## src/rtl/fact_pkg.sv

```systemverilog
package fact_pkg;

    localparam int OFS_VALUE   = 'h08;
    localparam int OFS_STATUS  = 'h20;
    localparam int ACC_BYTES   = 4;
    localparam int STAT_BUSY_B = 0;
    localparam int STAT_IE_B   = 7;

    typedef enum logic [1:0] {
        TGT_NONE,
        TGT_VALUE,
        TGT_STATUS
    } target_e;

    typedef enum logic {
        ENG_IDLE,
        ENG_RUN
    } eng_state_e;

    function automatic logic [7:0] status_byte(input logic busy, input logic ie);
        logic [7:0] s;
        s = '0;
        s[STAT_BUSY_B] = busy;
        s[STAT_IE_B]   = ie;
        return s;
    endfunction

endpackage

```

## src/rtl/fact_engine.sv

```systemverilog
module fact_engine
    import fact_pkg::*;
#(
    parameter int DATA_W = 32
) (
    input  logic              clk,
    input  logic              rst,
    input  logic              start,
    input  logic [DATA_W-1:0] operand,
    output logic              busy,
    output logic              last_step,
    output logic [DATA_W-1:0] value
);

    eng_state_e        state_q;
    logic [DATA_W-1:0] cnt_q;
    logic [DATA_W-1:0] prod_q;

    assign busy      = (state_q == ENG_RUN);
    assign last_step = busy && (cnt_q == '0);

    always_ff @(posedge clk) begin
        if (rst) begin
            state_q <= ENG_IDLE;
            cnt_q   <= '0;
            prod_q  <= '0;
            value   <= '0;
        end else begin
            unique case (state_q)
                ENG_IDLE: begin
                    if (start) begin
                        value   <= operand;
                        cnt_q   <= operand;
                        prod_q  <= DATA_W'(1);
                        state_q <= ENG_RUN;
                    end
                end
                ENG_RUN: begin
                    if (cnt_q == '0) begin
                        value   <= prod_q;
                        state_q <= ENG_IDLE;
                    end else begin
                        prod_q <= prod_q * cnt_q;
                        cnt_q  <= cnt_q - DATA_W'(1);
                    end
                end
                default: state_q <= ENG_IDLE;
            endcase
        end
    end

    // an idle start latches the operand and goes busy
    assert_start_loads_R1: assert property (@(posedge clk) disable iff (rst)
        (start && !busy) |=> (busy && value == $past(operand)));

    // the countdown steps by one each busy cycle until it reaches zero
    assert_countdown_R5: assert property (@(posedge clk) disable iff (rst)
        (busy && !last_step) |=> (busy && cnt_q == $past(cnt_q) - DATA_W'(1)));

endmodule

```

## src/rtl/fact_regif.sv

```systemverilog
module fact_regif
    import fact_pkg::*;
#(
    parameter int DATA_W = 32,
    parameter int ADDR_W = 8
) (
    input  logic              clk,
    input  logic              rst,
    input  logic              acc_valid,
    input  logic              acc_write,
    input  logic [ADDR_W-1:0] acc_addr,
    input  logic [3:0]        acc_size,
    input  logic              ie_wbit,
    input  logic              eng_busy,
    input  logic [DATA_W-1:0] eng_value,
    output logic              start_req,
    output logic              irq_en,
    output logic [DATA_W-1:0] rdata
);

    target_e tgt;

    always_comb begin
        tgt = TGT_NONE;
        if (acc_valid && acc_size == 4'(ACC_BYTES)) begin
            if (acc_addr == ADDR_W'(OFS_VALUE))       tgt = TGT_VALUE;
            else if (acc_addr == ADDR_W'(OFS_STATUS)) tgt = TGT_STATUS;
        end
    end

    assign start_req = acc_write && (tgt == TGT_VALUE);

    always_ff @(posedge clk) begin
        if (rst)                               irq_en <= 1'b0;
        else if (acc_write && tgt == TGT_STATUS) irq_en <= ie_wbit;
    end

    always_comb begin
        unique case (tgt)
            TGT_VALUE:  rdata = eng_value;
            TGT_STATUS: rdata = DATA_W'(status_byte(eng_busy, irq_en));
            default:    rdata = '1;
        endcase
    end

    // an access of the wrong size never reaches a register
    assert_size_gate_R8: assert property (@(posedge clk) disable iff (rst)
        (acc_valid && acc_size != 4'(ACC_BYTES)) |-> (!start_req && rdata == '1));

endmodule

```

## src/rtl/fact_accel.sv

```systemverilog
module fact_accel
    import fact_pkg::*;
#(
    parameter int DATA_W = 32,
    parameter int ADDR_W = 8
) (
    input  logic              clk,
    input  logic              rst,
    input  logic              acc_valid,
    input  logic              acc_write,
    input  logic [ADDR_W-1:0] acc_addr,
    input  logic [3:0]        acc_size,
    input  logic [DATA_W-1:0] acc_wdata,
    output logic [DATA_W-1:0] acc_rdata,
    output logic              irq_set
);

    logic              start_req;
    logic              irq_en;
    logic              busy;
    logic              last_step;
    logic [DATA_W-1:0] value;

    fact_regif #(.DATA_W(DATA_W), .ADDR_W(ADDR_W)) u_regif (
        .clk       (clk),
        .rst       (rst),
        .acc_valid (acc_valid),
        .acc_write (acc_write),
        .acc_addr  (acc_addr),
        .acc_size  (acc_size),
        .ie_wbit   (acc_wdata[STAT_IE_B]),
        .eng_busy  (busy),
        .eng_value (value),
        .start_req (start_req),
        .irq_en    (irq_en),
        .rdata     (acc_rdata)
    );

    fact_engine #(.DATA_W(DATA_W)) u_engine (
        .clk       (clk),
        .rst       (rst),
        .start     (start_req),
        .operand   (acc_wdata),
        .busy      (busy),
        .last_step (last_step),
        .value     (value)
    );

    always_ff @(posedge clk) begin
        if (rst) irq_set <= 1'b0;
        else     irq_set <= last_step && irq_en;
    end

    // a value write during a run leaves the register untouched
    assert_busy_lockout_R2: assert property (@(posedge clk) disable iff (rst)
        (busy && !last_step && start_req) |=> (busy && $stable(value)));

    // the completion pulse lasts one cycle
    assert_irq_single_R7: assert property (@(posedge clk) disable iff (rst)
        irq_set |=> !irq_set);

    // the pulse coincides with the first idle cycle after a run
    assert_irq_at_finish_R7: assert property (@(posedge clk) disable iff (rst)
        irq_set |-> (!busy && $past(busy)));

endmodule

```

## config.mk

```make
export PLATFORM = sky130hd
export DESIGN_NAME = fact_accel
export DESIGN_NICKNAME = d
export VERILOG_FILES = /design/src/rtl/fact_pkg.sv /design/src/rtl/fact_engine.sv /design/src/rtl/fact_regif.sv /design/src/rtl/fact_accel.sv
export SDC_FILE = /design/constraint.sdc
export NUM_CORES = 1
export LEC_CHECK = 0
export BUFFER_PORTS_ARGS = -buffer_cell sky130_fd_sc_hd__buf_2
export CAP_MARGIN = 15
export CORE_MARGIN = 2
export CORE_UTILIZATION = 36
export CTS_CLUSTER_DIAMETER = 60
export DETAILED_ROUTE_END_ITERATION = 16
export SYNTH_ARGS = -nofsm -noshare
export SYNTH_HDL_FRONTEND = slang
export SYNTH_HIERARCHICAL = 1
export SYNTH_SLANG_ARGS = --single-unit
```

## constraint.sdc

```tcl
create_clock -name clk -period 11.5 [get_ports clk]
set_input_delay 0.575 -clock clk [delete_from_list [all_inputs] [get_ports clk]]
set_output_delay 0.575 -clock clk [all_outputs]
set_load 0.02 [all_outputs]
```

**Yosys cells after proc, flatten, opt, wreduce, memory -nomap -nowiden**

Index checks and enable logic that the tools add are counted.

- $add $sub $neg: 1
- Reduce and logical (&&, ||, !) cells: 8
- Multipliers: 1
- Equal/unequal tests: 8
- Bitwise gates (word level): 1
- Mux-type cells: 15

Operator list:

| cell | number |
|---|---|
| $pmux W32 S2 | 4 |
| $mux W32 | 5 |
| $logic_not A32 Y1 | 1 |
| $mul A32 B32 Y32 | 1 |
| $sub A32 B1 Y32 const B | 1 |
| $eq A8 B4 Y1 const B | 1 |
| $eq A8 B6 Y1 const B | 1 |
| $mux W2 | 3 |
| $ne A2 B2 Y1 const B | 3 |
| $logic_and A1 B1 Y1 | 5 |
| $eq A4 B3 Y1 const B | 1 |
| $reduce_and A2 Y1 | 2 |
| $eq A2 B1 Y1 const B | 1 |
| $eq A2 B2 Y1 const B | 1 |
| $mux W1 | 2 |
| $pmux W1 S2 | 1 |
| $not A1 Y1 | 1 |

- Input port bits: 48
- Bits in registers: 99

**Logic depth before layout (Yosys ltp)**

Gate-level depths: netlist of run 1.

- Depth after elaboration: 8
- Mapped depth: 26

**Cells and area by module**

Netlist of run 1, hierarchy kept.

By module, submodules not included:

| module | times used | area each (sq um) | cells an instance | seq. area each (sq um) |
|---|---|---|---|---|
| fact_engine | 1 | 20385.8 | 2286 | 1941.9 |
| fact_regif | 1 | 445.4 | 56 | 20.0 |
| fact_accel | 1 | 28.8 | 2 | 20.0 |

**Least setup slack after synthesis of run 1**

OpenSTA, ideal clock, no wires.

- Path kind: register to register
- Start: reg u_engine.cnt_q[6]
- End: reg u_engine.prod_q[31]
- Path buffers: 2
- Arrival time: 6950 ps
- Library setup time: 117 ps
- Period minus slack after synthesis: 7067 ps
- Setup slack: 4433 ps
- Data required time: 11383 ps
- Cell stages (with the launch flop): 23
- Cells stage by stage: dfxtp_1 > clkbuf_1 > clkbuf_1 > and2_1 > fa_1 > fa_1 > fa_1 > inv_1 > fa_1 > inv_1 > fa_1 > fa_1 > fa_1 > fa_1 > ha_1 > and3_1 > and3_1 > a31oi_1 > nand4_1 > a2111oi_0 > o31ai_1 > xnor2_1 > a22o_1

- Longest elaborated chain between the ends: 3

Ends and longest elaborated chain:

| what | RTL line | RTL |
|---|---|---|
| start: declaration | fact_engine.sv:16 | `logic [DATA_W-1:0] cnt_q;` |
| start signal: assignment | fact_engine.sv:33 | `cnt_q <= operand;` |
| start signal: assignment | fact_engine.sv:44 | `cnt_q <= cnt_q - DATA_W'(1);` |
| $mul A32 B32 Y32 / $logic_not A32 Y1 (equally long branches) | fact_engine.sv:43, fact_engine.sv:39 |  |
| $mux W32 / $ne A2 B2 Y1 (equally long branches) | - |  |
| $pmux W32 S2 / $reduce_and A2 Y1 (equally long branches) | - |  |
| end signal: assignment | fact_engine.sv:43 | `prod_q <= prod_q * cnt_q;` |
| end: declaration | fact_engine.sv:17 | `logic [DATA_W-1:0] prod_q;` |

Several ways; a longest one is shown, not always the timed one. The select of a mux whose other input is x is not followed.
A chain may end at the register's enable or synchronous reset.

**Final worst setup path of run 1**

Ends and elaborated chain as after synthesis.

==> metrics list, run 1 <==
- At the end of routability-driven placement, the weighted congestion stood at 0.876.
* Setup crit start kind: flip-flop
- Layout filler cell count: a little under 6000
* TritonCTS clock tree: built
* Global Route Usage Sum: 0.212
- Vias in the first global route: 17316
- Routed wire length per instance: 19.9 µm
* Count of instances resized after the clock tree is built: 0
* I/O Pins: 81
- Buf/Inv on CP: 2
- For this configuration, the core starts out at a cell density of 0.363.
* Placeable Area: between 50000 and 60000 µm²
- Yosys Warn Count: 6
- In this run the tool buffered the top-level ports with 80 buffer cells.
- Slew at the pin closest to its max-slew limit: 1.22 ns
* Root buffer selected by CTS: clkbuf_16
* Average vias per placed instance: around 5.3
- For the worst-skew pair, the clock arrives at the later sink with an insertion delay of roughly 0.39 ns.
- The analysis attributes to cell leakage a power of 10.2 nW.
* Maximum resistive drop on vdd: roughly 160 µV
- Maxcap violations: 0
* Final wirelength: 61300 µm
- Share of async-settable or async-resettable flops after synthesis: 0
- The cell family contributing the most delay on the critical path is adder cells.
- TritonCTS buffer count: 9
* Sequential cell area fraction in the yosys report: 0.0950
- Global-route wire length before repair: between 90000 and 100000 µm
* First-pass iteration count of the detailed router: 5
* Net count of the finished layout: 2886
- Maximum fanout along the worst path: 32
- Crit Path Class: flip-flop to flip-flop
* Worst path arrival time: 8.23 ns
- Walking the worst path, the cells encountered are and2_1, fa_1, fa_1, fa_1, inv_1, fa_1, inv_1, fa_1, fa_1, fa_1, fa_1, ha_1, and3_1, and3_1, a31oi_1, nand4_1, a2111oi_0, o31ai_1, xnor2_1, a22o_1.
- Buffers added to address setup during post-CTS repair amount to 0.
- Ranking of synthesized cells by area: fa_1 39%, dfxtp_1 9.5%, and2_1 9.4%
* Final setup violating endpoints: 0
- Total Die Area: 59900 µm²
- In this run, synthesis inferred 0 flip-flops with an integrated enable.
- Synth-to-Final Area Change: 6.09%
- Summed over all layers, the global routing overflow is 0.
* Number of routed nets with antenna violations: 0
- Number of synthesized register bits: 99
* Pin count of the biggest net entering global routing: 73
* Die height: roughly 240 µm
- Unrepaired setup endpoints after global routing: no
- H-tree level count: 3
* Remaining routing DRC violations: 0
* Number of clock sinks: 99
* Placed inst area: 21700 µm²
* Final worst path period need: 7.95 ns
- Cell accounting for the most synthesized area: fa_1
- Post-route clock period utilization: 0.692
- Headroom to the max-slew limit came out at 0.184.
* Number of distinct library cells after synthesis: 74
- Critical Path Max Stage Delay: 1.14 ns
* Slowest stage cell on the critical path: dfxtp_1
- Measured along the x axis, the die boundary spans 245 µm.
- In this run the core area contains 88 standard-cell rows.
- Hold buffer count at cts: 0
- Averaged over all synthesized cells, the footprint is 8.90 µm².
- Class of the tightest hold or removal check: primary input to flip-flop
- After the first detailed-routing iteration, the DRC count stood at 1153.
- Number of antenna violations at the first check in global routing: 0
* Final count of hold timing violations: 0
* Power per unit of standard cell area: approximately 32 nW/µm²
- Highest clock frequency the design can meet: 126 MHz
- The wire-length estimate of the detail-placed layout is 47000 µm.
* Number of instances in the synthesized netlist: about 2300
- Number of vias in the routed layout: ~16000
* Combined area of all synthesized cells: 20900 µm²
- Synthesis produced a netlist with a net count of 2926.
* Run status: complete, no violations
* Clock transition at the registers of the reported paths: 0.08 ns
* Setup_tns: 0 ns
- Dominant synthesized flop cell: dfxtp_1
* Worst Clk Skew: 0.00866 ns
* Cell area after layout: 22100 µm²
* Worst Path Required: 11.78 ns
* Fraction of layout cells with a size suffix above 1: 0.0762
* Number of pins exceeding their max-slew limit in the final report: 0
* Yosys top cell area share: 0.392
- Counting along the longest clock path gives a buffer depth of 2.
* Critical path's most frequent cell: fa_1
* Kind of end point of the critical path: flip-flop
worst reg2reg max path, delay by kind of cell, from the launching register on:
family,cells,cell delay (ns)
flip-flops,1,1.14
AND/OR/NAND/NOR,4,0.86
buffers and inverters,2,0.11
XOR/XNOR,1,0.16
AO/OA/AOI/OAI,4,1.33
adder cells (fa/ha/maj),9,4.24
state kept, by name, summed over array words and instances, names as in the netlist:
register	cells
irq_set	1
u_engine/prod_q	32
u_regif/irq_en	1
u_engine/busy	1
u_engine/value	32
u_engine/cnt_q	32
final cells by class:
type                       instances  area, µm²  share of cell area
antenna                            2       5.00            0.000226
clock buffer                      10        229              0.0103
clock inverter                     6       82.6             0.00373
inverter                         387       1450              0.0656
multi-input combinational       1696      16700               0.756
sequential                        99       1980              0.0897
tap                              765        957              0.0432
timing repair buffer             111        683              0.0309
logic make-up (layout without fill, tap and decap cells):
logic type | Yosys count | after routing | synth area share
fa+ha+maj | 534 | 534 | 0.467
simple gates | 786 | 786 | 0.193
other cells | 0 | 2 | 0
buf+inv | 549 | 514 | 0.103
mux | 29 | 29 | 0.0139
flops | 99 | 99 | 0.0950
compound gates | 273 | 273 | 0.0957
xor+xnor | 74 | 74 | 0.0317
per-stage QoR:
stage / total power, mW / hold slack (ns) / std cells / utilization / setup slack (ns)
6_report: 0.707 / 0.460 / 3076 / 0.385 / 3.55
5_1_grt: 0.731 / 0.450 / 3074 / 0.385 / 3.20
4_1_cts: 0.713 / 0.447 / 3070 / 0.384 / 3.60
3_5_place_dp: 0.379 / 0.498 / 3054 / 0.378 / 3.59
3_3_place_gp: 0.379 / 0.488 / 3054 / 0.378 / 3.73
2_1_floorplan: 0.363 / 0.468 / 2344 / - / 4.43
synthesized netlist by cell type (3+ instances only):
library cell  instances
a211oi_1             14
a211oi_2             28
a21boi_0              4
a21o_1               44
a21oi_1              71
a221o_1               3
a221oi_1              5
a22oi_1               3
a31oi_1               6
a32o_1                4
and2_1              315
and3_1                6
buf_2                13
buf_4                 9
buf_6                 5
clkbuf_1            134
dfxtp_1              99
fa_1                408
ha_1                126
inv_1               386
mux2i_1              29
nand2_1             277
nand2b_1              6
nand3_1              31
nand4_1               6
nor2_1               79
nor2b_1               3
nor3_1               15
nor4_1                8
o211ai_1              5
o21a_1               10
o21ai_0              30
o22ai_1               8
o311ai_0              7
o31ai_1               7
or3_1                15
or4_1                 5
xnor2_1              58
xor2_1               15
layout by cell type (no fill, tap or decap), types with 9 or more instances in the layout:
master     count
buf_4         29
a21oi_1       71
and2_1       315
ha_1         126
o21ai_0       30
fa_1         408
xor2_1        15
nor2_1        79
a211oi_1      14
nand2_1      276
dfxtp_1       97
o21a_1        10
xnor2_1       58
a211oi_2      28
inv_1        386
or3_1         15
nand3_1       31
buf_2         79
nor3_1        15
mux2i_1       29
a21o_1        44
clkbuf_16      9
report_power, final:
group / internal, mW / leakage (nW) / switching (mW) / total [mW]
Combinational: 0.0102 / 9.30 / 0.0191 / 0.0293
Sequential: 0.342 / 0.798 / 0.0000580 / 0.342
Clock: 0.174 / 0.148 / 0.162 / 0.336
Total: 0.526 / 10.2 / 0.181 / 0.707
routing by layer:
layer  routed length, µm  up-vias  GRT usage
li1                    -     7158          -
met1               27400     8359      0.295
met2               28700      603      0.351
met3                4330       82     0.0298
met4                 994        0     0.0452
met5                   0        -          0
worst paths after layout:
kind                                   start                               end  slack [ns]  cells after the start
min                            acc_wdata[28]   u_engine/cnt_q[28]$_SDFFE_PP0P_        0.46                      3
min reg2reg  u_engine/prod_q[3]$_SDFFE_PP0P_   u_engine/prod_q[3]$_SDFFE_PP0P_        0.51                      2
max reg2reg   u_engine/cnt_q[6]$_SDFFE_PP0P_  u_engine/prod_q[31]$_SDFFE_PP0P_        3.55                     20
max           u_engine/cnt_q[6]$_SDFFE_PP0P_  u_engine/prod_q[31]$_SDFFE_PP0P_        3.55                     20
Power figures use the tool's default switching activity.
==> run 2: changes to the inputs <==
--- a/config.mk
+++ b/config.mk
@@ -5,6 +5,7 @@
 export SDC_FILE = /design/constraint.sdc
 export NUM_CORES = 1
 export LEC_CHECK = 0
+export ABC_AREA = 1
 export BUFFER_PORTS_ARGS = -buffer_cell sky130_fd_sc_hd__buf_2
 export CAP_MARGIN = 15
 export CORE_MARGIN = 2
==> constraint.sdc (replaced) <==
create_clock -name clk -period 7.1 [get_ports clk]
set_input_delay 0.355 -clock clk [delete_from_list [all_inputs] [get_ports clk]]
set_output_delay 0.355 -clock clk [all_outputs]
set_load 0.02 [all_outputs]
==> run 2 against run 1 <==
Compared with the run above: clock-buffer cell count grew 2; hold slack lost 0.19 ns; synthesized cell count grew 30%; total power up 61%.
==> metrics list, run 2 <==
- Maximum fanout along the worst path: 12 (-63%)
- Routed wire length per instance: 16.5 µm (-17%)
- In this run the most used layer during global routing was met2.
* Yosys Warn Count: 6 (unchanged)
- Setup repair after global routing left no endpoint under its margin.
- The number of sinks on the clock net is 99 (unchanged).
- The final total power was 1.14 mW (+61%).
- Final wirelength: 63300 µm (+3.2%)
* Number of synthesized register bits: 99 (unchanged)
* Mean instance size in the synthesized netlist: 7.20 µm² (-19%)
- The final worst-path cycle share came to 0.949 (+0.257).
* Dominant synthesized flop cell: dfxtp_1
* Worst path arrival time: 6.98 ns (-1.25 ns)
- H-tree level count: 3 (unchanged)
* Dpl hpwl: 51400 µm (+9.4%)
- Tightest slew margin relative to the limit: 0.411 (+0.227)
- The number of cell rows was 90 (+2.3%).
- Registers with the highest flip-flop counts: u_engine/cnt_q x32, u_engine/prod_q x32, u_engine/value x32
* Remaining routing DRC violations: 0 (unchanged)
* Cell accounting for the most synthesized area: fa_1
- In this design, the critical path's most frequently occurring cell is fa_1.
- Worst skew pair latency: 0.38 ns (about the same)
- The transition time at the pin with the least slew margin was 0.884 ns (-0.339 ns).
- The met2 track demand over resource is 0.344 (-0.00648).
- The die boundary height came to 250 µm (+2.3%).
- The worst clock skew came to 0.0164 ns (+0.00771 ns).
* Post-synth net total: 3619 (+24%)
- Placer's final routability congestion estimate: 0.916 (+4.6%)
- The via total after detailed routing came to 18262 (+13%).
- Setup_tns: 0 ns (unchanged)
* Critical Path Max Stage Delay: 0.57 ns (-0.57 ns)
- The proportion of layout cells with a drive suffix above 1 was 0.0861 (+0.00986).
* Number of pins exceeding their max-slew limit in the final report: 0 (unchanged)
- The via density per instance was 4.76 (-9.6%).
- In the layout the commonest cells are 924 x nand2_1, 791 x inv_1, 408 x fa_1, 126 x ha_1, 83 x buf_4.
- Total Die Area: 62700 µm² (+4.7%)
- The core area was 60200 µm² (+4.8%).
- The number of different library cells in the post-synthesis netlist came to 51 (-31%).
* Violation count after the first detailed-routing iteration: 1394 (+21%)
- Starting utilization of the core area: 0.363 (about the same)
* Net count of the finished layout: 3634 (+26%)
- Port Buffer Count: 80 (unchanged)
- The count of buffers added by post-CTS timing repair for setup came to 0 (unchanged).
* Power per unit of standard cell area: 47.9 nW/µm² (+50%)
- TritonCTS buffer count: 9 (unchanged)
- The leakage power of the design came to 14.0 nW (+37%).
- Synth-to-Final Area Change: 8.47%
- STA classifies the critical path endpoint as a flip-flop.
- Worst Path Required: 7.34 ns (-4.44 ns)
- Global Route Usage Sum: 0.209 (-0.00286)
- Crit path cell chain: buf_4, nand2_1, fa_1, fa_1, fa_1, inv_1, fa_1, fa_1, fa_1, fa_1, fa_1, ha_1, a21oi_1, o21ai_0, a221oi_1, o221ai_1, o21ai_0, a21oi_1
- The total setup violations reported at the end of the flow is 0 (unchanged).
- The initial antenna violation count was 0 (unchanged).
- Final count of hold timing violations: 0 (unchanged)
- TritonCTS built the clock tree.
- The clock period minus final worst setup slack is 6.74 ns (-1.22 ns).
- Diode insertion count for antenna repair: 0 (-2)
- Class of the tightest hold or removal check: primary input to flip-flop
- The flow ran to the end, and the final reports show no timing, DRC or antenna violations.
- The buffer depth of the longest clock path is 2 (unchanged).
- Number of instances in the synthesized netlist: 3037 (+30%)
- The highest clock rate was 148 MHz (+18%).
- STA classifies the critical path startpoint as a flip-flop.
* Most frequent cells after synthesis: 924 x nand2_1, 792 x inv_1, 408 x fa_1
- Ranking of synthesized cells by area: fa_1 37%, nand2_1 16%, inv_1 14%
- The wire length of the first global-routing pass was 103000 µm (+4.4%).
- By startpoint and endpoint, the worst setup path is classified as flip-flop to flip-flop.
- Among all stages on the critical path, the largest delay is contributed by fa_1.
- The cell sitting at the root of the clock tree is a clkbuf_16.
* First-pass iteration count of the detailed router: 7 (+2)
- The number of flops mapped to enable cells by yosys came to 0 (unchanged).
* Number of routed nets with antenna violations: 0 (unchanged)
- By instance count, the leading cell after synthesis is nand2_1.
- The portion of the post-synthesis area used by sequential elements is 0.0906 (-0.00436).
- The maximum number of pins on one net before global-route repair was 56 (-23%).
* Grt met1 use: 0.295 (about the same)
- Maximum resistive drop on vdd: 103 µV (-34%)
* Vias in the first global route: 18644 (+7.7%)
- The fraction of post-synthesis cell area in the top cell type by area came to 0.374 (-0.0180).
- Hold buffer count at cts: 0 (unchanged)
* Total gr overflow: 0 (unchanged)
- Share of async-settable or async-resettable flops after synthesis: 0 (unchanged)
- GR Util met3: 0.0253 (-0.00460)
- Combined area of all synthesized cells: 21900 µm² (+4.8%)
* I/O Pins: 81 (unchanged)
- Clock transition at the registers of the reported paths: 0.08 ns (about the same)
- Die Width: 250 µm (+2.3%)
- Maxcap violations: 0 (unchanged)
- Leaving out fill and tap cells, the most frequent cell in the layout is nand2_1.
-- run 2: cell count changes after synthesis, moves of 29 or more --
cell,before,now
inv_1,386,792
and2_1,315,0
xnor2_1,58,13
nand3_1,31,75
o21ai_0,30,64
mux2i_1,29,0
nand2_1,277,924
a21o_1,44,10
a31oi_1,6,53
-- run 2: repair_timing --
| item | CTS | global route |
|---|---|---|
| resized for setup | 0 | 28 |
| setup endpoints to repair | 0 | 10 |
| endpoints found under the hold margin | 0 | 0 |
-- run 2: logic make-up (layout without fill, tap and decap cells) --
kind of cell | after synthesis | count (layout) | share of synthesized area
fa+ha+maj | 534 | 534 | 0.446
simple gates | 1148 | 1148 | 0.214
compound gates | 251 | 251 | 0.0648
flops | 99 | 99 | 0.0906
xor+xnor | 33 | 33 | 0.0132
buf+inv | 972 | 990 | 0.172
-- run 2: path summary, 6_finish.rpt --
kind	start	end	slack, ns	cells after the start
setup / recovery	u_engine/prod_q[14]$_SDFFE_PP0P_	u_engine/prod_q[28]$_SDFFE_PP0P_	0.36	18
hold / removal	acc_wdata[28]	u_engine/value[28]$_SDFFE_PP0P_	0.27	3
hold reg to reg	u_regif/irq_en$_SDFFE_PP0P_	irq_set$_SDFF_PP0_	0.48	2
setup reg to reg	u_engine/prod_q[14]$_SDFFE_PP0P_	u_engine/prod_q[28]$_SDFFE_PP0P_	0.36	18
-- run 2: layout make-up --
type	instances	area (µm²)
sequential	99	2010
tap	782	978
fill	6290	36500
timing repair buffer	178	1290
multi-input combinational	1966	16100
clock buffer	12	267
inverter	798	3000
clock inverter	2	35.0
-- run 2: routing by layer --
layer,vias to the layer above,wire length [µm]
li1,8799,-
met1,8868,29200
met2,542,29100
met3,53,3860
met4,0,1210
met5,-,0
-- run 2: through the flow --
| step | util | instances | hold slack (ns) | cell area, µm² | worst slack, ns |
|---|---|---|---|---|---|
| final | 0.394 | 3837 | 0.266 | 23700 | 0.362 |
| after global routing | 0.394 | 3837 | 0.279 | 23700 | 0.00373 |
| after floorplan | - | 3037 | 0.422 | 21900 | 0.450 |
| after CTS | 0.393 | 3837 | 0.259 | 23700 | 0.0731 |
| after global placement | 0.388 | 3823 | 0.475 | 23400 | 0.184 |
| after detailed placement | 0.388 | 3823 | 0.476 | 23400 | 0.0795 |
-- run 2: report_power, final --
group	internal (mW)	total [mW]	switching [mW]
logic	0.0147	0.0403	0.0256
clock network	0.299	0.542	0.243
registers	0.554	0.554	0.0000729
-- run 2: worst max-delay path: cells and delay by family, from the launching register on --
kind                       cells  cell delay [ns]
AOI/OAI and AO/OA              6             1.30
and+or+nand+nor                1             0.11
buffers and inverters          2             0.34
adders and majority gates      9             4.36
DFF                            1             0.49
